$ cat config.mk
export PLATFORM = sky130hd
export DESIGN_NAME = csel_wait_ctrl
export DESIGN_NICKNAME = d
export VERILOG_FILES = /design/src/rtl/csw_pkg.sv /design/src/rtl/csw_sync.sv /design/src/rtl/csw_cfg_bank.sv /design/src/rtl/csw_seq.sv /design/src/rtl/csel_wait_ctrl.sv
export SDC_FILE = /design/constraint.sdc
export NUM_CORES = 1
export LEC_CHECK = 0
export ABC_AREA = 1
export BUFFER_PORTS_ARGS = -buffer_cell sky130_fd_sc_hd__buf_2
export CAP_MARGIN = 20
export CORE_MARGIN = 3
export CORE_UTILIZATION = 30
export CTS_BUF_LIST = sky130_fd_sc_hd__clkbuf_16
export DETAILED_ROUTE_END_ITERATION = 7
export PLACE_DENSITY = 0.55
export REMOVE_ABC_BUFFERS = 1
export SLEW_MARGIN = 20
export SYNTH_ARGS = -nofsm -noshare
export SYNTH_HDL_FRONTEND = slang
export SYNTH_SLANG_ARGS = --single-unit
$ cat constraint.sdc
create_clock -name clk -period 4 [get_ports clk]
set_input_delay 0 -clock clk [delete_from_list [all_inputs] [get_ports clk]]
set_output_delay 0 -clock clk [all_outputs]
set_load 0.1 [all_outputs]
$ cat src/rtl/csw_pkg.sv
package csw_pkg;

   typedef enum logic [2:0] {
      BS_IDLE = 3'd0,
      BS_T1   = 3'd1,
      BS_T2   = 3'd2,
      BS_T3   = 3'd3,
      BS_TW   = 3'd4,
      BS_T4   = 3'd5
   } bus_st_e;

   localparam int CODE_W = 3;
   localparam int WAIT_W = 4;

   // extended peripheral code: linear below 4, then 5, 7, 9, 15
   function automatic logic [WAIT_W-1:0] peri_waits(input logic [CODE_W-1:0] c);
      logic [WAIT_W-1:0] w;
      case (c)
         3'd4:    w = 4'd5;
         3'd5:    w = 4'd7;
         3'd6:    w = 4'd9;
         3'd7:    w = 4'd15;
         default: w = {1'b0, c};
      endcase
      return w;
   endfunction

endpackage

$ cat src/rtl/csw_sync.sv
module csw_sync #(
   parameter int STAGES = 2
) (
   input  logic clk,
   input  logic rst_n,
   input  logic d,
   output logic q
);
   if (STAGES < 2) begin : g_bad_depth
      $error("csw_sync: STAGES must be at least 2");
   end

   logic [STAGES-1:0] sh_q;

   always_ff @(posedge clk or negedge rst_n) begin
      if (!rst_n) sh_q <= '0;
      else        sh_q <= {sh_q[STAGES-2:0], d};
   end

   assign q = sh_q[STAGES-1];
endmodule

$ cat src/rtl/csw_cfg_bank.sv
module csw_cfg_bank #(
   parameter int N_REGION = 5,
   parameter int PERI_IDX = 4,
   parameter int IDX_W    = 3
) (
   input  logic             clk,
   input  logic             rst_n,
   input  logic             we,
   input  logic             re,
   input  logic [IDX_W-1:0] idx,
   input  logic [3:0]       wdata,
   output logic [3:0]       rdata,
   input  logic [IDX_W-1:0] sel,
   output logic             sel_on,
   output logic             sel_ign,
   output logic [csw_pkg::WAIT_W-1:0] sel_waits
);
   import csw_pkg::*;

   logic [N_REGION-1:0]                  on_v;
   logic [N_REGION-1:0]                  ign_v;
   logic [N_REGION-1:0][CODE_W-1:0]      code_v;
   logic [N_REGION-1:0][WAIT_W-1:0]      wt_v;

   for (genvar i = 0; i < N_REGION; i++) begin : g_reg
      localparam logic [CODE_W-1:0] CMASK = (i == PERI_IDX) ? 3'b111 : 3'b011;
      logic             on_q;
      logic             ign_q;
      logic [CODE_W-1:0] code_q;

      always_ff @(posedge clk or negedge rst_n) begin
         if (!rst_n) begin
            on_q   <= 1'b0;
            ign_q  <= 1'b0;
            code_q <= '0;
         end else if (we && (idx == IDX_W'(i))) begin
            on_q   <= 1'b1;
            ign_q  <= wdata[3];
            code_q <= wdata[CODE_W-1:0] & CMASK;
         end
      end

      if (i == PERI_IDX) begin : g_peri
         assign wt_v[i] = peri_waits(code_q);
      end else begin : g_plain
         assign wt_v[i] = {2'b00, code_q[1:0]};
      end

      assign on_v[i]   = on_q;
      assign ign_v[i]  = ign_q;
      assign code_v[i] = code_q;
   end

   logic idx_ok;
   logic sel_ok;
   assign idx_ok = (int'(idx) < N_REGION);
   assign sel_ok = (int'(sel) < N_REGION);

   always_ff @(posedge clk or negedge rst_n) begin
      if (!rst_n)              rdata <= '0;
      else if (re && idx_ok)   rdata <= {ign_v[idx], code_v[idx]};
      else if (re)             rdata <= '0;
   end

   assign sel_on    = sel_ok && on_v[sel];
   assign sel_ign   = sel_ok && ign_v[sel];
   assign sel_waits = sel_ok ? wt_v[sel] : '0;
endmodule

$ cat src/rtl/csw_seq.sv
module csw_seq #(
   parameter int WAIT_W = 4
) (
   input  logic              clk,
   input  logic              rst_n,
   input  logic              start,
   input  logic              ign,
   input  logic [WAIT_W-1:0] waits,
   input  logic              ready,
   output csw_pkg::bus_st_e  state,
   output logic [WAIT_W-1:0] lat_waits,
   output logic              lat_ign
);
   import csw_pkg::*;

   localparam logic [WAIT_W-1:0] ONE = WAIT_W'(1);
   localparam logic [WAIT_W-1:0] TWO = WAIT_W'(2);

   logic [WAIT_W-1:0] cnt_q;
   logic              stretch_q;

   always_ff @(posedge clk or negedge rst_n) begin
      if (!rst_n) begin
         state     <= BS_IDLE;
         cnt_q     <= '0;
         stretch_q <= 1'b0;
         lat_waits <= '0;
         lat_ign   <= 1'b0;
      end else begin
         case (state)
            BS_IDLE: if (start) begin
               state     <= BS_T1;
               lat_waits <= waits;
               lat_ign   <= ign;
               stretch_q <= 1'b0;
            end
            BS_T1: state <= BS_T2;
            BS_T2: state <= BS_T3;
            BS_T3: begin
               if (!lat_ign && (lat_waits <= ONE)) begin
                  // short programs sample ready in T3
                  if (!ready) begin
                     state     <= BS_TW;
                     stretch_q <= 1'b1;
                  end else if (lat_waits == '0) begin
                     state <= BS_T4;
                  end else begin
                     state <= BS_TW;
                     cnt_q <= ONE;
                  end
               end else if (lat_waits == '0) begin
                  state <= BS_T4;
               end else begin
                  state <= BS_TW;
                  cnt_q <= lat_waits;
               end
            end
            BS_TW: begin
               if (stretch_q) begin
                  if (ready) begin
                     stretch_q <= 1'b0;
                     cnt_q     <= ONE;
                  end
               end else if (!lat_ign && (cnt_q == TWO) && !ready) begin
                  stretch_q <= 1'b1;
               end else if (cnt_q == ONE) begin
                  state <= BS_T4;
               end else begin
                  cnt_q <= cnt_q - ONE;
               end
            end
            BS_T4:   state <= BS_IDLE;
            default: state <= BS_IDLE;
         endcase
      end
   end
endmodule

$ cat src/rtl/csel_wait_ctrl.sv
module csel_wait_ctrl #(
   parameter int N_REGION    = 5,
   parameter int PERI_IDX    = 4,
   parameter int UPPER_IDX   = 0,
   parameter int LOWER_IDX   = 1,
   parameter int SYNC_STAGES = 2,
   localparam int IDX_W      = $clog2(N_REGION)
) (
   input  logic                clk,
   input  logic                rst_n,
   input  logic                cfg_we,
   input  logic                cfg_re,
   input  logic [IDX_W-1:0]    cfg_idx,
   input  logic [3:0]          cfg_wdata,
   output logic [3:0]          cfg_rdata,
   input  logic                cyc_start,
   input  logic [IDX_W-1:0]    cyc_sel,
   input  logic [1:0]          dram_en,
   input  logic                srdy,
   input  logic                ardy,
   output logic [2:0]          bus_state,
   output logic                bus_wait,
   output logic                cyc_done,
   output logic [N_REGION-1:0] cs_act
);
   import csw_pkg::*;

   if (N_REGION < 2) begin : g_bad_n
      $error("csel_wait_ctrl: N_REGION must be at least 2");
   end
   if (PERI_IDX >= N_REGION || UPPER_IDX >= N_REGION || LOWER_IDX >= N_REGION) begin : g_bad_idx
      $error("csel_wait_ctrl: region index parameter out of range");
   end
   if (UPPER_IDX == LOWER_IDX) begin : g_bad_mem
      $error("csel_wait_ctrl: upper and lower regions must differ");
   end

   logic              sel_on;
   logic              sel_ign;
   logic [WAIT_W-1:0] sel_waits;
   logic              ardy_s;
   logic              rdy_eff;
   logic              dram_hit;
   logic              ign_eff;
   logic [WAIT_W-1:0] waits_eff;
   bus_st_e           st;
   logic [WAIT_W-1:0] lat_waits;
   logic              lat_ign;
   logic [IDX_W-1:0]  lat_sel;
   logic              lat_on;
   logic              accept;

   csw_cfg_bank #(
      .N_REGION (N_REGION),
      .PERI_IDX (PERI_IDX),
      .IDX_W    (IDX_W)
   ) u_cfg (
      .clk       (clk),
      .rst_n     (rst_n),
      .we        (cfg_we),
      .re        (cfg_re),
      .idx       (cfg_idx),
      .wdata     (cfg_wdata),
      .rdata     (cfg_rdata),
      .sel       (cyc_sel),
      .sel_on    (sel_on),
      .sel_ign   (sel_ign),
      .sel_waits (sel_waits)
   );

   csw_sync #(.STAGES(SYNC_STAGES)) u_async_rdy (
      .clk   (clk),
      .rst_n (rst_n),
      .d     (ardy),
      .q     (ardy_s)
   );

   assign rdy_eff   = srdy | ardy_s;
   assign dram_hit  = ((cyc_sel == IDX_W'(UPPER_IDX)) && dram_en[1]) ||
                      ((cyc_sel == IDX_W'(LOWER_IDX)) && dram_en[0]);
   assign ign_eff   = !sel_on || sel_ign || dram_hit;
   assign waits_eff = sel_on ? sel_waits : '0;
   assign accept    = cyc_start && (st == BS_IDLE);

   csw_seq #(.WAIT_W(WAIT_W)) u_seq (
      .clk       (clk),
      .rst_n     (rst_n),
      .start     (cyc_start),
      .ign       (ign_eff),
      .waits     (waits_eff),
      .ready     (rdy_eff),
      .state     (st),
      .lat_waits (lat_waits),
      .lat_ign   (lat_ign)
   );

   always_ff @(posedge clk or negedge rst_n) begin
      if (!rst_n) begin
         lat_sel <= '0;
         lat_on  <= 1'b0;
      end else if (accept) begin
         lat_sel <= cyc_sel;
         lat_on  <= sel_on;
      end
   end

   for (genvar i = 0; i < N_REGION; i++) begin : g_cs
      assign cs_act[i] = lat_on && (lat_sel == IDX_W'(i)) && (st != BS_IDLE);
   end

   assign bus_state = st;
   assign bus_wait  = (st == BS_TW);
   assign cyc_done  = (st == BS_T4);
endmodule

---- Word level (Yosys, flattened, before mapping) ----
Cells that the tools add are included.
cells by class
  $add $sub $neg .......................... 1
  multipliers ............................. 0
  divide/modulo/power cells ............... 0
  $lt $le $gt $ge ......................... 5
  eq/ne operators ......................... 32
  shift-type cells ........................ 0
  mux-type cells .......................... 39
  bitwise gates (word level) .............. 1
  reduce and logical (&&, ||, !) cells .... 43
operators by type and width
  kind                                                            count
  two-way mux 4 bit                                               13
  == test 3 bit, second input constant                            8
  logical AND 1 bit                                               24
  two-way mux 3 bit                                               7
  == test 3 x 2 -> 1 bit, second input constant                   6
  case mux 4 bit (4 select lines)                                 1
  != test 3 x 2 -> 1 bit, second input constant                   5
  case mux 3 bit (5 select lines)                                 1
  binary-select mux 4 bit (select 3 bit)                          1
  == test 3 x 1 -> 1 bit, second input constant                   4
  logical NOT 3 bit                                               4
  two-way mux 1 bit                                               10
  binary-select mux 1 bit (select 3 bit)                          3
  binary-select mux 3 bit (select 3 bit)                          1
  less-than comparator 3 x 4 -> 1 bit, second input constant      2
  != test 2 bit, second input constant                            4
  case mux 4 bit (2 select lines)                                 1
  AND reduction 4 bit                                             2
  AND reduction 7 bit                                             1
  less-than comparator 3 bit, second input constant               2
  nonzero test 3 bit                                              2
  == test 4 x 1 -> 1 bit, second input constant                   1
  == test 4 x 2 -> 1 bit, second input constant                   1
  less-or-equal comparator 4 x 1 -> 1 bit, second input constant  1
  10 further kinds                                                16
storage, ports and cells
  register bits ........................... 44
  latch bits .............................. 0
  RAM bits ................................ 0
  ROM bits ................................ 0
  input bits .............................. 19
  output and inout port bits .............. 14
  memories ................................ 0

---- Depth between registers and ports, before layout ----
  depth in word-level cells ............... 6
  depth in mapped cells ................... 10

---- Cells and area by module ----
A second synthesis with hierarchy kept.
second synthesis, totals
  cells, all modules ...................... 364
  area total of the unflattened synthesis .. 2631.3 µm²
by module, submodules not included
  module          instances  cells an instance  area each (µm²)  seq. area each (µm²)
  csw_cfg_bank    1          181                1342.5           625.6
  csw_seq         1          126                889.6            325.3
  csel_wait_ctrl  1          55                 349.1            100.1
  csw_sync        1          2                  50.0             50.0

---- Worst setup path after synthesis ----
Ideal clock, no wire load.
  path kind ............................... flip-flop to output port
  from .................................... register u_seq.state[0]
  to ...................................... output port cs_act[0]
  arrival time ............................ 3.432 ns
  required time ........................... 4.000 ns
  path slack .............................. 0.568 ns
  stages on the path, launching flop included .. 5
  path buffers ............................ 0
  path through ............................ dfrtp_1 nor2_4 nand2_1 nand3b_1 nor3_1
on the way
  cells in the longest elaborated chain, start to end .. 2
ends and longest elaborated chain
  item                    line                   RTL
  from (decl)             csw_seq.sv:10          output csw_pkg::bus_st_e state,
  from (signal assigned)  csw_seq.sv:24          state <= BS_IDLE;
  from (signal assigned)  csw_seq.sv:32          state <= BS_T1;
  from (signal assigned)  csw_seq.sv:37          BS_T1: state <= BS_T2;
  nonzero test 3 bit      csel_wait_ctrl.sv:108  assign cs_act[i] = lat_on && (lat_sel == IDX_W'(i)) && (st != BS_IDLE);
  logical AND 1 bit       csel_wait_ctrl.sv:108
  to (decl)               csel_wait_ctrl.sv:24   output logic [N_REGION-1:0] cs_act
No other way between the ends.

---- Final worst setup path ----
  from .................................... register u_seq.state[0]
  to ...................................... output port cs_act[4]
The elaborated chain is that of the path after synthesis.

==> metrics.md <==
| Metric | Value |
|---|---|
| H-tree Lvls | 2 |
| CP peak stage delay | 490 ps |
| Via count | 2116 |
| Final HPWL DP | 4220 µm |
| Area share of and/or/nand/nor cells after synthesis | 0.296 |
| Post-cts resize count | 0 |
| WL met3 | 230 µm |
| Worst Tran Pin Value | 575 ps |
| Die area | 8960 µm² |
| Cell taking the most area after synthesis | dfrtp_1 |
| Crit share post-route | 0.433 |
| Post-synth cell types | 26 |
| First-pass GRT wire length | 9600 µm |
| M1 wire length | 2630 µm |
| Io pins | 33 |
| Post-route cell area | 2800 µm² |
| Adder-Cell Fraction of Synth Area | 0.0159 |
| Layout net count | 381 |
| Sw Share | 0.453 |
| Final setup fails | 0 |
| Tot Pwr | 1.79 mW |
| Post-route DRC | 0 |
| Worst Hold Launch | cfg_re |
| Placer Congestion | 0.829 |
| P_sw | 811 µW |
| FP Rows | 31 |
| Vias per cell | 4.61 |
| DRT Wirelength | 5500 µm |
| Relative slew slack | 0.617 |
| Top layer in use | met4 |
| Worst-path cell chain | nor2_4 -> nand2_1 -> nand3b_1 -> nor3_1 -> buf_2 |
| Synth Register Bits | 44 |
| Starting DRT DRC Count | 98 |
| Final std cells w/o fill | 459 |
| Worst EP required | 4000 ps |
| Cells after DPL | 448 |
| Area grow syn2layout | 18.8% |
| Port Buffers | 32 |
| CTS tree | yes |
| Post-synthesis compound-gate area fraction | 0.125 |
| DRT Pass-1 Iters | 4 |
| Worst Hold End | u_cfg.rdata[2]$_DFFE_PN0P_ |
| Register share of total power | 0.366 |
| Final Hold Viols | 0 |
| CP Max Fanout | 7 |
| R2r endpoint | u_seq.lat_waits[1]$_DFFE_PN0P_ |
| GRT Overall Usage | 0.135 |
| DP Area | 2630 µm² |
| GRT overflow | 0 |
| Largest cells by area after synthesis | dfrtp_1, nand2_1, inv_1 |
| Clock sink total | 44 |
| Critical path type | flop to output port |
| Final ANT Viol Nets | 0 |
| Met2 routed WL | 2580 µm |
| Clock Path Buffers | 2 |
| Clk Latency, worst-skew pair | 290 ps |
| Worst hold path depth | 2 |
| Status | finished, final reports clean |
| Final hold slack | 20.5 ps |
| P per Cell Area | 639 nW/µm² |
| Post-synthesis sequential area ratio | 0.467 |
| Register-to-Register Path Depth | 7 |
| RSZ-0062 raised after global routing | no |
| Internal power | 978 µW |
| Starting Density | 0.317 |
| ANT cells | 0 |
| Initial antenna violation count | 0 |
| Gate Count Post-Synth | 320 |
| Vias in the first global route | 2025 |
| Largest family of logic cells by synthesized area | simple AND/OR/NAND/NOR gates |
| VDD IR max | 0.200 mV |
| Crit path DAT | 1730 ps |
| Clk pin slew, worst setup/hold paths | 70 ps |
| Clk network pwr share | 0.223 |
| Synthesized area per cell | 7.37 µm² |
| Reg-to-Reg Start | u_seq.state[0]$_DFFE_PN0P_ |
| Average wire per cell in the routed design | 12.0 µm |
| Die width | 94.6 µm |
| CP Launch Type | flop |
| Die Ht | 94.6 µm |
| Tmin final | 1730 ps |
| Pre-CTS WS | 2450 ps |
| Final Max Tran Viols | 0 |
| Max-cap viol count | 0 |
| Mux cell area share after synthesis | 0.00478 |
| Final Core Density | 0.376 |
| Reg2reg setup slack | 2450 ps |
| Post-Synth XOR/XNOR Area | 0.00372 |
| Share of layout cells above drive strength 1 | 0.147 |
| Number of buffers created by CTS | 5 |
| Post-synthesis cell area | 2360 µm² |
| Setup crit end kind | output port |
| Slowest stage cell, crit path | dfrtp_1 |
| Worst clock skew | 8.93 ps |
| TNS Setup | 0 ps |
| Largest net degree at the start of global routing | 45 |
| Yosys warns | 0 |
| Post-route setup slack | 2270 ps |
| P_leak | 1.45 nW |
| Min-Delay Path Class | input port to flop |
| Fmax | 577 MHz |
| Core ar. | 7450 µm² |
| Combinational power share | 0.411 |
| Synth top area share | 0.467 |
| Root Driver | clkbuf_16 |
[cells in the final DEF, fill, tap and decap left out, types with 2 or more instances in the layout]
cell type / synthesis / final
o22ai_1: 2 / 2
nand3_1: 18 / 18
o21ai_1: 11 / 11
clkbuf_16: 0 / 5
o21ai_0: 25 / 25
inv_1: 50 / 51
nor2_1: 29 / 29
nor2_2: 5 / 5
o2111ai_1: 3 / 3
nand3_2: 4 / 4
ha_1: 3 / 3
a21oi_1: 12 / 12
dlygate4sd3_1: 0 / 3
nand2_1: 93 / 93
dfrtp_1: 44 / 44
nand2_2: 2 / 2
buf_2: 2 / 31
nor3_1: 7 / 7
[per-layer routing]
metal | up-vias | track usage
li1 | 1090 | -
met4 | 0 | 0.0373
met3 | 5 | 0.0279
met5 | - | 0
met2 | 42 | 0.227
met1 | 979 | 0.175
[cell type report]
class / instances / area, µm²
Multi-Input combinational cell: 222 / 1050
Inverter: 51 / 191
Timing Repair Buffer: 35 / 193
Clock buffer: 5 / 125
Sequential cell: 44 / 1100
Fill cell: 801 / 4650
Clock inverter: 3 / 15.0
Tap cell: 99 / 124
[logic make-up (layout without fill, tap and decap cells)]
group                    Yosys count  after routing
flip-flops                        44             44
AO/OA/AOI/OAI                     55             55
AND/OR/NAND/NOR                  162            162
XOR/XNOR                           1              1
multiplexers                       1              1
adder cells (fa/ha/maj)            3              3
buffers and inverters             54             94
[registers in the layout, summed over array words and instances (netlist names)]
signal and count:
u_cfg.g.on_q 5, u_seq.state 3, u_cfg.g.ign_q 5, u_seq.stretch_q 1, u_seq.cnt_q 4, u_async_rdy.sh_q 2, lat_on 1, u_seq.lat_ign 1
u_cfg.rdata 4, lat_sel 3, u_cfg.g.code_q 11, u_seq.lat_waits 4
[how the worst max path moves through the flow]
stage                                          start                              to  depth (start not counted)
after global routing      u_seq.state[0]$_DFFE_PN0P_                       cs_act[1]                          5
after global placement    u_seq.state[0]$_DFFE_PN0P_  u_seq.lat_waits[0]$_DFFE_PN0P_                          7
after CTS                 u_seq.state[0]$_DFFE_PN0P_                       cs_act[4]                          5
after floorplan           u_seq.state[0]$_DFFE_PN0P_                       cs_act[0]                          4
after detailed placement  u_seq.state[0]$_DFFE_PN0P_  u_seq.lat_waits[1]$_DFFE_PN0P_                          7
final                     u_seq.state[0]$_DFFE_PN0P_                       cs_act[4]                          5
[worst max-delay path: cells and delay by family (launching register included)]
family        cells  cell delay, ps
flops             1             490
simple gates      4             500
buf+inv           1             450
[power by group through the flow]
stage | Combinational [mW] | Clock [mW] | Sequential (mW)
3_3_place_gp | 0.738 | 0 | 0.659
2_1_floorplan | 0.468 | 0 | 0.770
5_1_grt | 0.823 | 0.423 | 0.677
4_1_cts | 0.744 | 0.405 | 0.656
3_5_place_dp | 0.738 | 0 | 0.664
6_report | 0.736 | 0.398 | 0.655
[synthesized netlist by cell type, drive strengths merged]
library cell  instances
buf                   3
inv                  51
nand3                22
nand3b                1
or2                   1
o22ai                 2
nand2                95
nand4                 1
mux2                  1
ha                    3
xnor2                 1
nor2                 35
o21ai                36
nor3                  7
o211ai                1
a21oi                13
o2111ai               3
dfrtp                44
[timing repair]
| action | CTS | global route |
|---|---|---|
| hold buffers | 3 | 0 |
| setup buffers | 0 | 0 |
| hold endpoints to repair | 46 | 0 |
Power figures use the tool's default switching activity.
